## src/rtl/tc_wave_pkg.sv

```systemverilog
package tc_wave_pkg;
  localparam int MODE_W = 25;
  localparam int ST_W   = 32;

  localparam int ADR_CTRL = 0;
  localparam int ADR_MODE = 1;
  localparam int ADR_RA   = 2;
  localparam int ADR_RB   = 3;
  localparam int ADR_RC   = 4;
  localparam int ADR_CLR  = 5;

  typedef enum logic [1:0] {
    ACT_NONE = 2'd0,
    ACT_SET  = 2'd1,
    ACT_CLR  = 2'd2,
    ACT_TGL  = 2'd3
  } act_e;

  function automatic logic act_apply(act_e a, logic cur);
    case (a)
      ACT_SET: return 1'b1;
      ACT_CLR: return 1'b0;
      ACT_TGL: return ~cur;
      default: return cur;
    endcase
  endfunction
endpackage

```

## src/rtl/tc_wave_regs.sv

```systemverilog
module tc_wave_regs
  import tc_wave_pkg::*;
#(
  parameter int CW = 16,
  parameter int AW = 3,
  parameter int DW = 32
) (
  input  logic              clk_i,
  input  logic              rst_ni,
  input  logic              wr_en_i,
  input  logic [AW-1:0]     wr_addr_i,
  input  logic [DW-1:0]     wr_data_i,
  output logic [MODE_W-1:0] mode_o,
  output logic [CW-1:0]     ra_o,
  output logic [CW-1:0]     rb_o,
  output logic [CW-1:0]     rc_o,
  output logic              en_cmd_o,
  output logic              dis_cmd_o,
  output logic              sw_cmd_o,
  output logic [4:0]        clr_o
);
  logic ctrl_hit, clr_hit;
  logic unused_hi;

  assign unused_hi = ^wr_data_i[DW-1:MODE_W];
  assign ctrl_hit  = wr_en_i && (wr_addr_i == AW'(ADR_CTRL));
  assign clr_hit   = wr_en_i && (wr_addr_i == AW'(ADR_CLR));
  assign en_cmd_o  = ctrl_hit & wr_data_i[0];
  assign dis_cmd_o = ctrl_hit & wr_data_i[1];
  assign sw_cmd_o  = ctrl_hit & wr_data_i[2];
  assign clr_o     = clr_hit ? wr_data_i[4:0] : '0;

  always_ff @(posedge clk_i or negedge rst_ni) begin
    if (!rst_ni) begin
      mode_o <= '0;
      ra_o   <= '0;
      rb_o   <= '0;
      rc_o   <= '0;
    end else if (wr_en_i) begin
      if (wr_addr_i == AW'(ADR_MODE)) mode_o <= wr_data_i[MODE_W-1:0];
      if (wr_addr_i == AW'(ADR_RA))   ra_o   <= wr_data_i[CW-1:0];
      if (wr_addr_i == AW'(ADR_RB))   rb_o   <= wr_data_i[CW-1:0];
      if (wr_addr_i == AW'(ADR_RC))   rc_o   <= wr_data_i[CW-1:0];
    end
  end
endmodule

```

## src/rtl/tc_wave_evt.sv

```systemverilog
module tc_wave_evt (
  input  logic       clk_i,
  input  logic       rst_ni,
  input  logic [3:0] lines_i,
  input  logic [1:0] src_i,
  input  logic [1:0] edge_i,
  output logic       ev_o
);
  logic lvl, prev_q;

  assign lvl = lines_i[src_i];

  always_ff @(posedge clk_i or negedge rst_ni) begin
    if (!rst_ni) prev_q <= 1'b0;
    else         prev_q <= lvl;
  end

  always_comb begin
    case (edge_i)
      2'd1:    ev_o = lvl & ~prev_q;
      2'd2:    ev_o = ~lvl & prev_q;
      2'd3:    ev_o = lvl ^ prev_q;
      default: ev_o = 1'b0;
    endcase
  end
endmodule

```

## src/rtl/tc_wave_cnt.sv

```systemverilog
module tc_wave_cnt #(
  parameter int CW = 16
) (
  input  logic          clk_i,
  input  logic          rst_ni,
  input  logic          tick_i,
  input  logic [1:0]    wave_sel_i,
  input  logic [CW-1:0] ra_i,
  input  logic [CW-1:0] rb_i,
  input  logic [CW-1:0] rc_i,
  input  logic          trig_i,
  input  logic          en_cmd_i,
  input  logic          dis_cmd_i,
  input  logic          stop_on_c_i,
  input  logic          dis_on_c_i,
  output logic [CW-1:0] cnt_o,
  output logic          ev_a_o,
  output logic          ev_b_o,
  output logic          ev_c_o,
  output logic          ev_ovf_o,
  output logic          run_o,
  output logic          clk_en_o
);
  localparam logic [CW-1:0] MAXV = '1;
  localparam logic [CW-1:0] ONE  = CW'(1);

  logic [CW-1:0] top, nxt;
  logic up_q, up_nxt, stop_q, tk;

  assign run_o    = clk_en_o & ~stop_q;
  assign tk       = run_o & tick_i;
  assign ev_a_o   = tk && (cnt_o == ra_i);
  assign ev_b_o   = tk && (cnt_o == rb_i);
  assign ev_c_o   = tk && (cnt_o == rc_i);
  assign ev_ovf_o = tk && (cnt_o == MAXV);
  assign top      = wave_sel_i[0] ? rc_i : MAXV;

  always_comb begin
    nxt    = cnt_o + ONE;
    up_nxt = up_q;
    if (!wave_sel_i[1]) begin
      if (cnt_o == top) nxt = '0;
    end else if (up_q) begin
      if (cnt_o == top) begin
        up_nxt = 1'b0;
        nxt    = (cnt_o == '0) ? '0 : cnt_o - ONE;
      end
    end else if (cnt_o == '0) begin
      up_nxt = 1'b1;
      nxt    = (top == '0) ? '0 : ONE;
    end else begin
      nxt = cnt_o - ONE;
    end
  end

  always_ff @(posedge clk_i or negedge rst_ni) begin
    if (!rst_ni) begin
      cnt_o    <= '0;
      up_q     <= 1'b1;
      clk_en_o <= 1'b0;
      stop_q   <= 1'b0;
    end else begin
      if (trig_i) begin
        cnt_o <= '0;
        up_q  <= 1'b1;
      end else if (tk) begin
        cnt_o <= nxt;
        up_q  <= up_nxt;
      end
      if (dis_cmd_i)                   clk_en_o <= 1'b0;
      else if (en_cmd_i)               clk_en_o <= 1'b1;
      else if (ev_c_o && dis_on_c_i)   clk_en_o <= 1'b0;
      if (trig_i || en_cmd_i)          stop_q <= 1'b0;
      else if (ev_c_o && stop_on_c_i)  stop_q <= 1'b1;
    end
  end
endmodule

```

## src/rtl/tc_wave_out.sv

```systemverilog
module tc_wave_out
  import tc_wave_pkg::*;
(
  input  logic       clk_i,
  input  logic       rst_ni,
  input  logic [3:0] ev_i,   // [0] highest priority
  input  logic [7:0] act_i,
  output logic       lvl_o
);
  logic nxt, hit;

  always_comb begin
    nxt = lvl_o;
    hit = 1'b0;
    for (int i = 0; i < 4; i++) begin
      if (!hit && ev_i[i] && (act_e'(act_i[2*i +: 2]) != ACT_NONE)) begin
        nxt = act_apply(act_e'(act_i[2*i +: 2]), lvl_o);
        hit = 1'b1;
      end
    end
  end

  always_ff @(posedge clk_i or negedge rst_ni) begin
    if (!rst_ni) lvl_o <= 1'b0;
    else         lvl_o <= nxt;
  end
endmodule

```

## src/rtl/tc_wave_gen.sv

```systemverilog
module tc_wave_gen
  import tc_wave_pkg::*;
#(
  parameter int CW = 16,
  parameter int AW = 3,
  parameter int DW = 32
) (
  input  logic            clk_i,
  input  logic            rst_ni,
  input  logic            tick_i,
  input  logic            wr_en_i,
  input  logic [AW-1:0]   wr_addr_i,
  input  logic [DW-1:0]   wr_data_i,
  input  logic            evt_b_i,
  input  logic [2:0]      xclk_i,
  output logic [CW-1:0]   count_o,
  output logic            wave_a_o,
  output logic            wave_b_o,
  output logic [ST_W-1:0] status_o
);
  logic [MODE_W-1:0] mode_w;
  logic [CW-1:0] ra_w, rb_w, rc_w;
  logic [4:0] clr_w;
  logic en_cmd, dis_cmd, sw_cmd, ev_x, trig_w, run_w, clk_en;
  logic ev_a, ev_b, ev_c, ev_ovf;
  logic [1:0] wave_sel_w, lvl_w, ev_any_w;
  logic ovf_q, cpa_q, cpb_q, cpc_q;

  tc_wave_regs #(.CW(CW), .AW(AW), .DW(DW)) u_regs (
    .clk_i, .rst_ni, .wr_en_i, .wr_addr_i, .wr_data_i,
    .mode_o(mode_w), .ra_o(ra_w), .rb_o(rb_w), .rc_o(rc_w),
    .en_cmd_o(en_cmd), .dis_cmd_o(dis_cmd), .sw_cmd_o(sw_cmd), .clr_o(clr_w)
  );

  tc_wave_evt u_evt (
    .clk_i, .rst_ni, .lines_i({xclk_i, evt_b_i}),
    .src_i(mode_w[5:4]), .edge_i(mode_w[7:6]), .ev_o(ev_x)
  );

  assign wave_sel_w = mode_w[1:0];
  assign trig_w     = sw_cmd | (ev_x & mode_w[8]);

  tc_wave_cnt #(.CW(CW)) u_cnt (
    .clk_i, .rst_ni, .tick_i, .wave_sel_i(wave_sel_w),
    .ra_i(ra_w), .rb_i(rb_w), .rc_i(rc_w), .trig_i(trig_w),
    .en_cmd_i(en_cmd), .dis_cmd_i(dis_cmd),
    .stop_on_c_i(mode_w[2]), .dis_on_c_i(mode_w[3]),
    .cnt_o(count_o), .ev_a_o(ev_a), .ev_b_o(ev_b), .ev_c_o(ev_c),
    .ev_ovf_o(ev_ovf), .run_o(run_w), .clk_en_o(clk_en)
  );

  for (genvar k = 0; k < 2; k++) begin : g_out
    logic [3:0] ev_vec;
    assign ev_vec      = {(k == 0) ? ev_a : ev_b, ev_c, ev_x, sw_cmd};
    assign ev_any_w[k] = |ev_vec;
    tc_wave_out u_out (
      .clk_i, .rst_ni, .ev_i(ev_vec),
      .act_i(mode_w[9 + 8*k +: 8]), .lvl_o(lvl_w[k])
    );
  end

  assign wave_a_o = lvl_w[0];
  assign wave_b_o = lvl_w[1];

  // set beats clear
  always_ff @(posedge clk_i or negedge rst_ni) begin
    if (!rst_ni) begin
      ovf_q <= 1'b0;
      cpa_q <= 1'b0;
      cpb_q <= 1'b0;
      cpc_q <= 1'b0;
    end else begin
      ovf_q <= ev_ovf | (ovf_q & ~clr_w[0]);
      cpa_q <= ev_a   | (cpa_q & ~clr_w[2]);
      cpb_q <= ev_b   | (cpb_q & ~clr_w[3]);
      cpc_q <= ev_c   | (cpc_q & ~clr_w[4]);
    end
  end

  always_comb begin
    status_o     = '0;
    status_o[0]  = ovf_q;
    status_o[2]  = cpa_q;
    status_o[3]  = cpb_q;
    status_o[4]  = cpc_q;
    status_o[16] = clk_en;
    status_o[17] = lvl_w[0];
    status_o[18] = lvl_w[1];
  end
endmodule

```

## config.mk

```make
export PLATFORM = sky130hd
export DESIGN_NAME = tc_wave_gen
export DESIGN_NICKNAME = d
export VERILOG_FILES = /design/src/rtl/tc_wave_pkg.sv /design/src/rtl/tc_wave_regs.sv /design/src/rtl/tc_wave_evt.sv /design/src/rtl/tc_wave_cnt.sv /design/src/rtl/tc_wave_out.sv /design/src/rtl/tc_wave_gen.sv
export SDC_FILE = /design/constraint.sdc
export NUM_CORES = 1
export LEC_CHECK = 0
export BUFFER_PORTS_ARGS = -buffer_cell sky130_fd_sc_hd__clkbuf_2
export CAP_MARGIN = 20
export CORE_MARGIN = 2
export CORE_UTILIZATION = 50
export CTS_CLUSTER_DIAMETER = 60
export DETAILED_ROUTE_END_ITERATION = 12
export GPL_TIMING_DRIVEN = 0
export PLACE_DENSITY = 0.76
export SKIP_CTS_REPAIR_TIMING = 1
export SLEW_MARGIN = 5
export SYNTH_ARGS = -nofsm -noshare
export SYNTH_HDL_FRONTEND = slang
export SYNTH_SLANG_ARGS = --single-unit
```

## constraint.sdc

```tcl
create_clock -name clk_i -period 3.7 [get_ports clk_i]
set_input_delay 0.185 -clock clk_i [delete_from_list [all_inputs] [get_ports clk_i]]
set_output_delay 0.185 -clock clk_i [all_outputs]
set_load 0.02 [all_outputs]
```

==> metrics.cfg, run 1 <==
[clocking]
ctsLongestPathBuffers=2
cts-root-buf=clkbuf_16
cts_tree=yes
cts-htree-levels=3
cts.sinks=99
clk_pin_slew_ns=0.07
clkLatencyLatePin_ns=0.36
cts_made_buffers=9

[critical_path]
crit_chain=mux4_2 -> ha_1 -> nor2b_1 -> o21ai_0 -> o21ai_1 -> a21oi_1 -> nand2_1 -> a31oi_1 -> a311o_1
cp_num_buf_inv=0
critPathMaxStageDelay_ns=0.99
path_class=reg2reg
critPathLaunchType=flop
crit_path_end_kind=flop
critPathSlowestCell=a21oi_1
critPathTopFamily=compound AO/OA/AOI/OAI gates
crit_arrival_ns=3.64
path_max_fanout=10
crit_required_ns=3.99

[placement]
portBuffers=60
place_area_sq_mm=0.00670
hpwl_mm=12.6
gp_congestion=0.937

[logic_synthesis]
avgSynthCellArea_sq_um=9.65
synth_top_flop_cell=dfrtp_1
synth.distinct_cells=70
synthCells=634
yosysTopAreaCell=dfrtp_1
synth.top_cell.area_share=0.401
async_flop_share=1.00
synth_enable_flop_cells=0
ys.warnings.count=0
synth_seq_area_share=0.405
synth.ff_latch_count=99
synth_area_sq_mm=0.00612
synth.area.top_cells=dfrtp_1 40%, mux2_2 10%, xor2_1 5.0%

[power]
vdd_ir_drop_max_v=0.000310
power.density_mw_per_mm2=572
leakage_nw=3.23

[timing]
slew_violations=0
rsz0062_at_grt=no
tightest_slew_ns=1.19
setup_viol=0
period_share=0.905
min_period_ns=3.35
fin_tns_setup_ns=0
max_clock_freq_mhz=299
slew_headroom=0.209
clock_skew_ns=0.0102
hold_viol_final=0

[grt]
track_usage=0.274
antenna_found_initial=0
grt_overflow=0
grt_pass1_vias=5234
grt_max_degree=100
grt_pass1_wl_mm=27.4

[die]
dieHeight_um=115
initial_core_util=0.512
fp-row-count=40
core_sq_mm=0.0120
die-area_sq_mm=0.0131
ios=93
die_w_um=115

[finish]
nets=790
fillers=1083
layout-drive-gt1-share=0.261
syn2layout_area_growth_pct=14.7
utilization=0.587
final_cell_mix=98 x dfrtp_1, 61 x nand2_1, 59 x clkbuf_2
antenna_cells=0
fin_area_sq_mm=0.00702
layout_commonest_cell=dfrtp_1

[outcome]
status=finished clean

[route]
avgRoutedWirePerCell_um=19.4
viasPerCell=5.84
ant_nets=0
first_iter_violations=369
drc=0
routed_wl_mm=17.1
num_vias=5149
dr.pass1.iters=5

[run]
maxCapViolCount=0

[min_path]
min_path_type=in2reg

## flip-flops by register name, summed over array words and instances, names as in the netlist
name and flops:
u_evt.prev_q 1, cpc_q 1, u_cnt.stop_q 1, u_regs.rb_o 16, ovf_q 1, g_out.u_out.lvl_o 2
u_cnt.up_q 1, cpa_q 1, u_regs.mode_o 25, cpb_q 1, u_regs.rc_o 16, u_cnt.cnt_o 16
u_regs.ra_o 16, u_cnt.clk_en_o 1
## metal layers
layer	track usage	share of wire	vias up
li1	-	-	2403
met1	0.345	0.41	2505
met2	0.461	0.50	196
met3	0.0476	0.056	45
met4	0.127	0.035	0
met5	0	0	-
## per-stage QoR
stage,hold WS (ns),worst slack [ns],power [mW],instances
final,0.0360,0.352,4.01,882
after global placement,0.390,0.603,2.97,865
after global routing,0.0410,0.293,4.26,882
after CTS,-0.0375,0.495,4.01,881
after floorplan,-0.111,1.32,2.56,658
after detailed placement,0.338,0.527,3.02,865
## worst reg2reg max path: stages, from the launching register on
cell and delay, ns:
dfrtp_1 0.37, mux4_2 0.56, ha_1 0.32, nor2b_1 0.05
o21ai_0 0.17, o21ai_1 0.23, a21oi_1 1.00, nand2_1 0.23
a31oi_1 0.22, a311o_1 0.13
## worst paths after layout
check,from,slack (ns),depth (start not counted),end
worst max-delay path,u_regs.mode_o[4],0.35,9,u_cnt.cnt_o[3]
worst min-delay path,wr_data_i[16],0.04,3,u_regs.mode_o[16]
worst max register to register,u_regs.mode_o[4],0.35,9,u_cnt.cnt_o[3]
worst min register to register,cpc_q,0.48,2,cpc_q
max in group asynchronous,rst_ni,2.66,2,u_regs.mode_o[19]
min in group asynchronous,rst_ni,0.45,2,u_cnt.cnt_o[14]
## power by group
part	switching [mW]	internal, mW	leakage (nW)	total [mW]
clock	0.438	0.551	0.149	0.989
combinational	0.887	0.598	1.89	1.49
sequential	0.220	1.32	1.20	1.54
## cells by family (layout without fill, tap and decap cells)
group / Yosys count / after routing / share of synthesized area
AO/OA/AOI/OAI: 116 / 116 / 0.127
XOR/XNOR: 40 / 40 / 0.0572
adder cells (fa/ha/maj): 17 / 17 / 0.0348
buffers and inverters: 100 / 177 / 0.0908
flip-flops: 99 / 99 / 0.405
multiplexers: 61 / 61 / 0.113
other: 1 / 25 / 0.000613
AND/OR/NAND/NOR: 200 / 200 / 0.171
## area by class of cell
cell class,instances,area (sq um),area share
Multi-Input combinational cell,459,3180,0.452
Sequential cell,99,2480,0.353
Buffer,69,439,0.0626
Timing Repair Buffer,61,319,0.0455
Clock buffer,12,246,0.0351
Tap cell,147,184,0.0262
Inverter,31,116,0.0166
Clock inverter,4,58.8,0.00838
## synthesized netlist by cell type (4+ instances only)
master and instances:
xnor2_1 5, inv_1 30, nand4_1 4, a221oi_1 6, o22ai_1 7, and2_1 4, or3_1 7, nand2_1 61
buf_4 33, a21oi_1 18, ha_1 17, buf_6 6, nand2b_1 10, a31oi_1 9, clkbuf_1 19, nand3_1 15
nor2b_1 6, nor4_1 15, nor3_1 30, and3_1 4, buf_2 9, dfrtp_1 98, nor3b_1 5, nor2_1 21
mux2_2 57, o21ai_0 35, xor2_1 35, a211oi_1 5
(Power assumes the default switching activity.)
==> inputs of run 2 (changes only) <==
--- a/config.mk
+++ b/config.mk
@@ -13,6 +13,7 @@
 export DETAILED_ROUTE_END_ITERATION = 12
 export GPL_TIMING_DRIVEN = 0
 export PLACE_DENSITY = 0.76
+export RECOVER_POWER = 25
 export SKIP_CTS_REPAIR_TIMING = 1
 export SLEW_MARGIN = 5
 export SYNTH_ARGS = -nofsm -noshare
==> run 2 against run 1 <==
The flow now finishes with violations (capacitance limit, slew limit). Clock power about the same. Wire length decreased by 0.11%. Setup slack improved by 0.015 ns. Register-to-register slack about the same. Via count increased by 0.84%. Die area unchanged. Global-route usage unchanged. Sequential cell count unchanged.
==> metrics.cfg, run 2 (synthesis results as in run 1) <==
[timing]
slew_violations=100
setup_viol=0
slew_headroom=-0.655
clock_skew_ns=0.0106
hold_viol_final=0
fin_ws_ns=0.367
rsz0062_at_grt=no
period_share=0.901
min_period_ns=3.33
max_clock_freq_mhz=300
whs_ns=0.0362
tightest_slew_ns=2.48
fin_tns_setup_ns=0

[route]
ant_nets=0
dr.pass1.iters=5
num_vias=5192
viasPerCell=5.89
drc=0
first_iter_violations=374
routed_wl_mm=17.1
avgRoutedWirePerCell_um=19.3

[finish]
utilization=0.585
antenna_cells=0
layout_commonest_cell=dfrtp_1
syn2layout_area_growth_pct=14.3
layout-drive-gt1-share=0.248
nets=790
regMostFlops=u_regs.mode_o
fin_cells=882
largest_reg_flops=25
final_cell_mix=98 x dfrtp_1, 61 x nand2_1, 57 x mux2_2

[die]
die-area_sq_mm=0.0131
core_sq_mm=0.0120
fp-row-count=40
die_w_um=115
initial_core_util=0.512
dieHeight_um=115
ios=93

[min_path]
min_path_type=in2reg

[critical_path]
path_max_fanout=10
cp_num_buf_inv=0
crit_chain=mux4_2 -> ha_1 -> nor2b_1 -> o21ai_0 -> o21ai_1 -> a21oi_1 -> nand2_1 -> a31oi_1 -> a311o_1
critPathTopFamily=compound AO/OA/AOI/OAI gates
critPathLaunchType=flop
critPathSlowestCell=a21oi_1
path_class=reg2reg
crit_arrival_ns=3.62
crit_path_end_kind=flop
crit_required_ns=3.99
critPathMaxStageDelay_ns=0.98

[grt]
antenna_found_initial=0
grt_max_degree=100
grt_overflow=0
track_usage=0.274
grt_pass1_vias=5234
grt_pass1_wl_mm=27.4

[clocking]
cts_tree=yes
cts-root-buf=clkbuf_16
clk_pin_slew_ns=0.07
cts_made_buffers=9
ctsLongestPathBuffers=2
clkLatencyLatePin_ns=0.36
cts.sinks=99
cts-htree-levels=3

[power]
leakage_nw=3.20
power.density_mw_per_mm2=572
vdd_ir_drop_max_v=0.000310

[outcome]
violations=capacitance limit, slew limit
status=finished, violations left

[placement]
placed_cells=865
pre_cts_slack_ns=0.527
portBuffers=60
hpwl_mm=12.6
gp_congestion=0.937

[run]
maxCapViolCount=1

==> run 2: through the flow <==
step / cell area (sq um) / total power, mW
detailed placement: 6700 / 3.02
global route: 7000 / 4.25
floorplan: 6210 / 2.56
finish: 7000 / 4.01
CTS: 7010 / 4.01
global placement: 6690 / 2.97
==> run 2: power breakdown <==
| part | switching (mW) | internal (mW) |
|---|---|---|
| Sequential | 0.220 | 1.32 |
| Combinational | 0.888 | 0.591 |
| Clock | 0.438 | 0.551 |
==> run 2: layout make-up <==
cell class / instances / area, sq um
repair buffers: 61 / 298
flip-flops and latches: 99 / 2480
plain buffers: 69 / 439
clock buffers: 12 / 246
multi-input cells: 459 / 3180
fillers: 1092 / 4960
well taps: 147 / 184
clock inverters: 4 / 58.8
inverters: 31 / 116
==> run 2: path summary, 6_finish.rpt <==
path                                       start                end  slack (ns)  depth (start not counted)
worst max-delay path            u_regs.mode_o[4]     u_cnt.cnt_o[3]        0.37                          9
worst min-delay path               wr_data_i[16]  u_regs.mode_o[16]        0.04                          3
worst max register to register  u_regs.mode_o[4]     u_cnt.cnt_o[3]        0.37                          9
worst min register to register             cpc_q              cpc_q        0.48                          2
max in group asynchronous                 rst_ni   u_regs.mode_o[6]        1.12                          2
min in group asynchronous                 rst_ni    u_cnt.cnt_o[14]        1.09                          2
==> run 2: layer usage <==
metal / track usage / vias to the layer above / share of wire
li1: - / 2399 / -
met1: 0.345 / 2523 / 0.41
met2: 0.461 / 219 / 0.49
met3: 0.0476 / 51 / 0.056
met4: 0.127 / 0 / 0.038
met5: 0 / - / 0
==> run 2: worst min-delay path: cells and delay by family <==
family,cells,cell delay [ns]
buf+inv,1,0.07
compound gates,1,0.06
simple gates,1,0.03
==> inputs of run 3 (changes only) <==
--- a/config.mk
+++ b/config.mk
@@ -7,12 +7,14 @@
 export LEC_CHECK = 0
 export BUFFER_PORTS_ARGS = -buffer_cell sky130_fd_sc_hd__clkbuf_2
 export CAP_MARGIN = 20
+export CELL_PAD_IN_SITES_DETAIL_PLACEMENT = 1
+export CELL_PAD_IN_SITES_GLOBAL_PLACEMENT = 1
 export CORE_MARGIN = 2
-export CORE_UTILIZATION = 50
+export CORE_UTILIZATION = 48
 export CTS_CLUSTER_DIAMETER = 60
 export DETAILED_ROUTE_END_ITERATION = 12
 export GPL_TIMING_DRIVEN = 0
-export PLACE_DENSITY = 0.76
+export PLACE_DENSITY = 0.9
 export RECOVER_POWER = 25
 export SKIP_CTS_REPAIR_TIMING = 1
 export SLEW_MARGIN = 5
==> run 3 against run 2 <==
The run still ends with capacitance limit, slew limit left. Total power up 5.1%. Global-route usage up 3.7 points. Sequential cell count unchanged. Wire length up 20%. First-iteration DRC count down 21%. Design area up 0.89%. Critical path depth down 1. Non-clock buffer count up 1. Sequential share of layout area down 0.31 points. Final cell count up 2.9%. Largest cell class unchanged.
==> metrics.cfg, run 3 (synthesis results as in run 1) <==
[grt]
antenna_found_initial=0
grt_max_degree=100
grt_overflow=0
track_usage=0.311
grt_pass1_wl_mm=31.4
grt_pass1_vias=5656

[run]
maxCapViolCount=1

[finish]
nets=791
utilization=0.564
fillers=1477
final_cell_mix=98 x dfrtp_1, 61 x nand2_1, 57 x mux2_2
layout-drive-gt1-share=0.253
largest_reg_flops=25
layout_commonest_cell=dfrtp_1
regMostFlops=u_regs.mode_o
antenna_cells=0
syn2layout_area_growth_pct=15.4

[clocking]
cts-htree-levels=3
ctsLongestPathBuffers=2
clk_pin_slew_ns=0.08
clkLatencyLatePin_ns=0.37
cts_made_buffers=9
cts-root-buf=clkbuf_16
cts.sinks=99
cts_tree=yes

[die]
initial_core_util=0.489
dieHeight_um=117
die_w_um=117
die-area_sq_mm=0.0137
fp-row-count=41
core_sq_mm=0.0125
ios=93

[min_path]
worstHoldStart=wr_data_i[23]
min_path_type=in2reg
min_path_cells=3

[route]
dr.pass1.iters=5
num_vias=5331
ant_nets=0
first_iter_violations=295
routed_wl_mm=20.5
viasPerCell=5.87
avgRoutedWirePerCell_um=22.6
drc=0

[outcome]
violations=capacitance limit, slew limit
status=finished, violations left

[critical_path]
critPathTopFamily=compound AO/OA/AOI/OAI gates
critPathSlowestCell=mux4_2
cp-startpoint=u_regs.mode_o[4]
crit_path_end_kind=flop
crit_chain=mux4_2 -> ha_1 -> nor2b_1 -> o21ai_0 -> o21ai_1 -> a21o_1 -> clkbuf_1 -> o22ai_1
cp_num_buf_inv=1
crit_arrival_ns=3.24
path_class=reg2reg
cp_num_cells=8
rr_startpoint=u_regs.mode_o[4]
critPathLaunchType=flop
path_max_fanout=10
critPathMaxStageDelay_ns=0.57
rr_worst_depth=8
crit_required_ns=3.90

[timing]
rsz0062_at_grt=no
tightest_slew_ns=2.55
slew_violations=100
max_clock_freq_mhz=329
setup_viol=0
clock_skew_ns=0.0137
slew_headroom=-0.698
min_period_ns=3.04
fin_tns_setup_ns=0
hold_viol_final=0
period_share=0.822

[placement]
hpwl_mm=14.7
portBuffers=60
gp_congestion=0.908

[power]
p_int_mw=2.52
pwr-share-comb=0.375
leakage_nw=3.22
vdd_ir_drop_max_v=0.000566
power_mw=4.21
power.density_mw_per_mm2=596
p_sw_mw=1.69
swShare=0.401
seq_power_share=0.370
pwr-share-clk=0.255

[run 3: tightest hold or removal path, delay by kind of cell]
family                 cells  cell delay (ns)
buffers and inverters      1             0.07
AOI/OAI and AO/OA          1             0.06
and+or+nand+nor            1             0.04
[run 3: power by group through the flow]
stage          Combinational [mW]  Sequential, mW  Clock (mW)
2_1_floorplan                1.01            1.55           0
3_3_place_gp                 1.44            1.54           0
3_5_place_dp                 1.53            1.57           0
4_1_cts                      1.57            1.56        1.08
5_1_grt                      1.71            1.59        1.12
6_report                     1.58            1.56        1.07
[run 3: stage by stage]
step                      cell area, sq um  worst slack, ns  std cells  hold slack, ns
after global routing                  7060            0.465        908          0.0622
after global placement                6730            0.498        890           0.389
after floorplan                       6210             1.32        658          -0.111
after detailed placement              6730            0.436        890           0.337
after CTS                             7060            0.385        906         -0.0519
final                                 7060            0.659        908          0.0233
[run 3: routing by layer]
layer | vias to the layer above | global-route usage | routed length, um
met5 | - | 0 | 0
met4 | 0 | 0.151 | 805
met3 | 57 | 0.0427 | 899
met2 | 193 | 0.545 | 10700
met1 | 2680 | 0.378 | 8130
li1 | 2401 | - | -
[run 3: final timing paths]
kind / to / slack [ns]
worst max register to register: u_cnt.cnt_o[11] / 0.66
worst max-delay path: u_cnt.cnt_o[11] / 0.66
min in group asynchronous: u_cnt.cnt_o[14] / 1.12
max in group asynchronous: u_cnt.cnt_o[3] / 1.07
worst min-delay path: u_regs.mode_o[23] / 0.02
worst min register to register: cpc_q / 0.47
[run 3: final cells by class]
cell class | instances | area, sq um | share of cell area
Inverter | 31 | 116 | 0.0165
Clock buffer | 10 | 229 | 0.0324
Buffer | 69 | 439 | 0.0622
Multi-Input combinational cell | 459 | 3180 | 0.450
Sequential cell | 99 | 2480 | 0.351
Tap cell | 172 | 215 | 0.0305
Clock inverter | 6 | 97.6 | 0.0138
Timing Repair Buffer | 62 | 308 | 0.0436
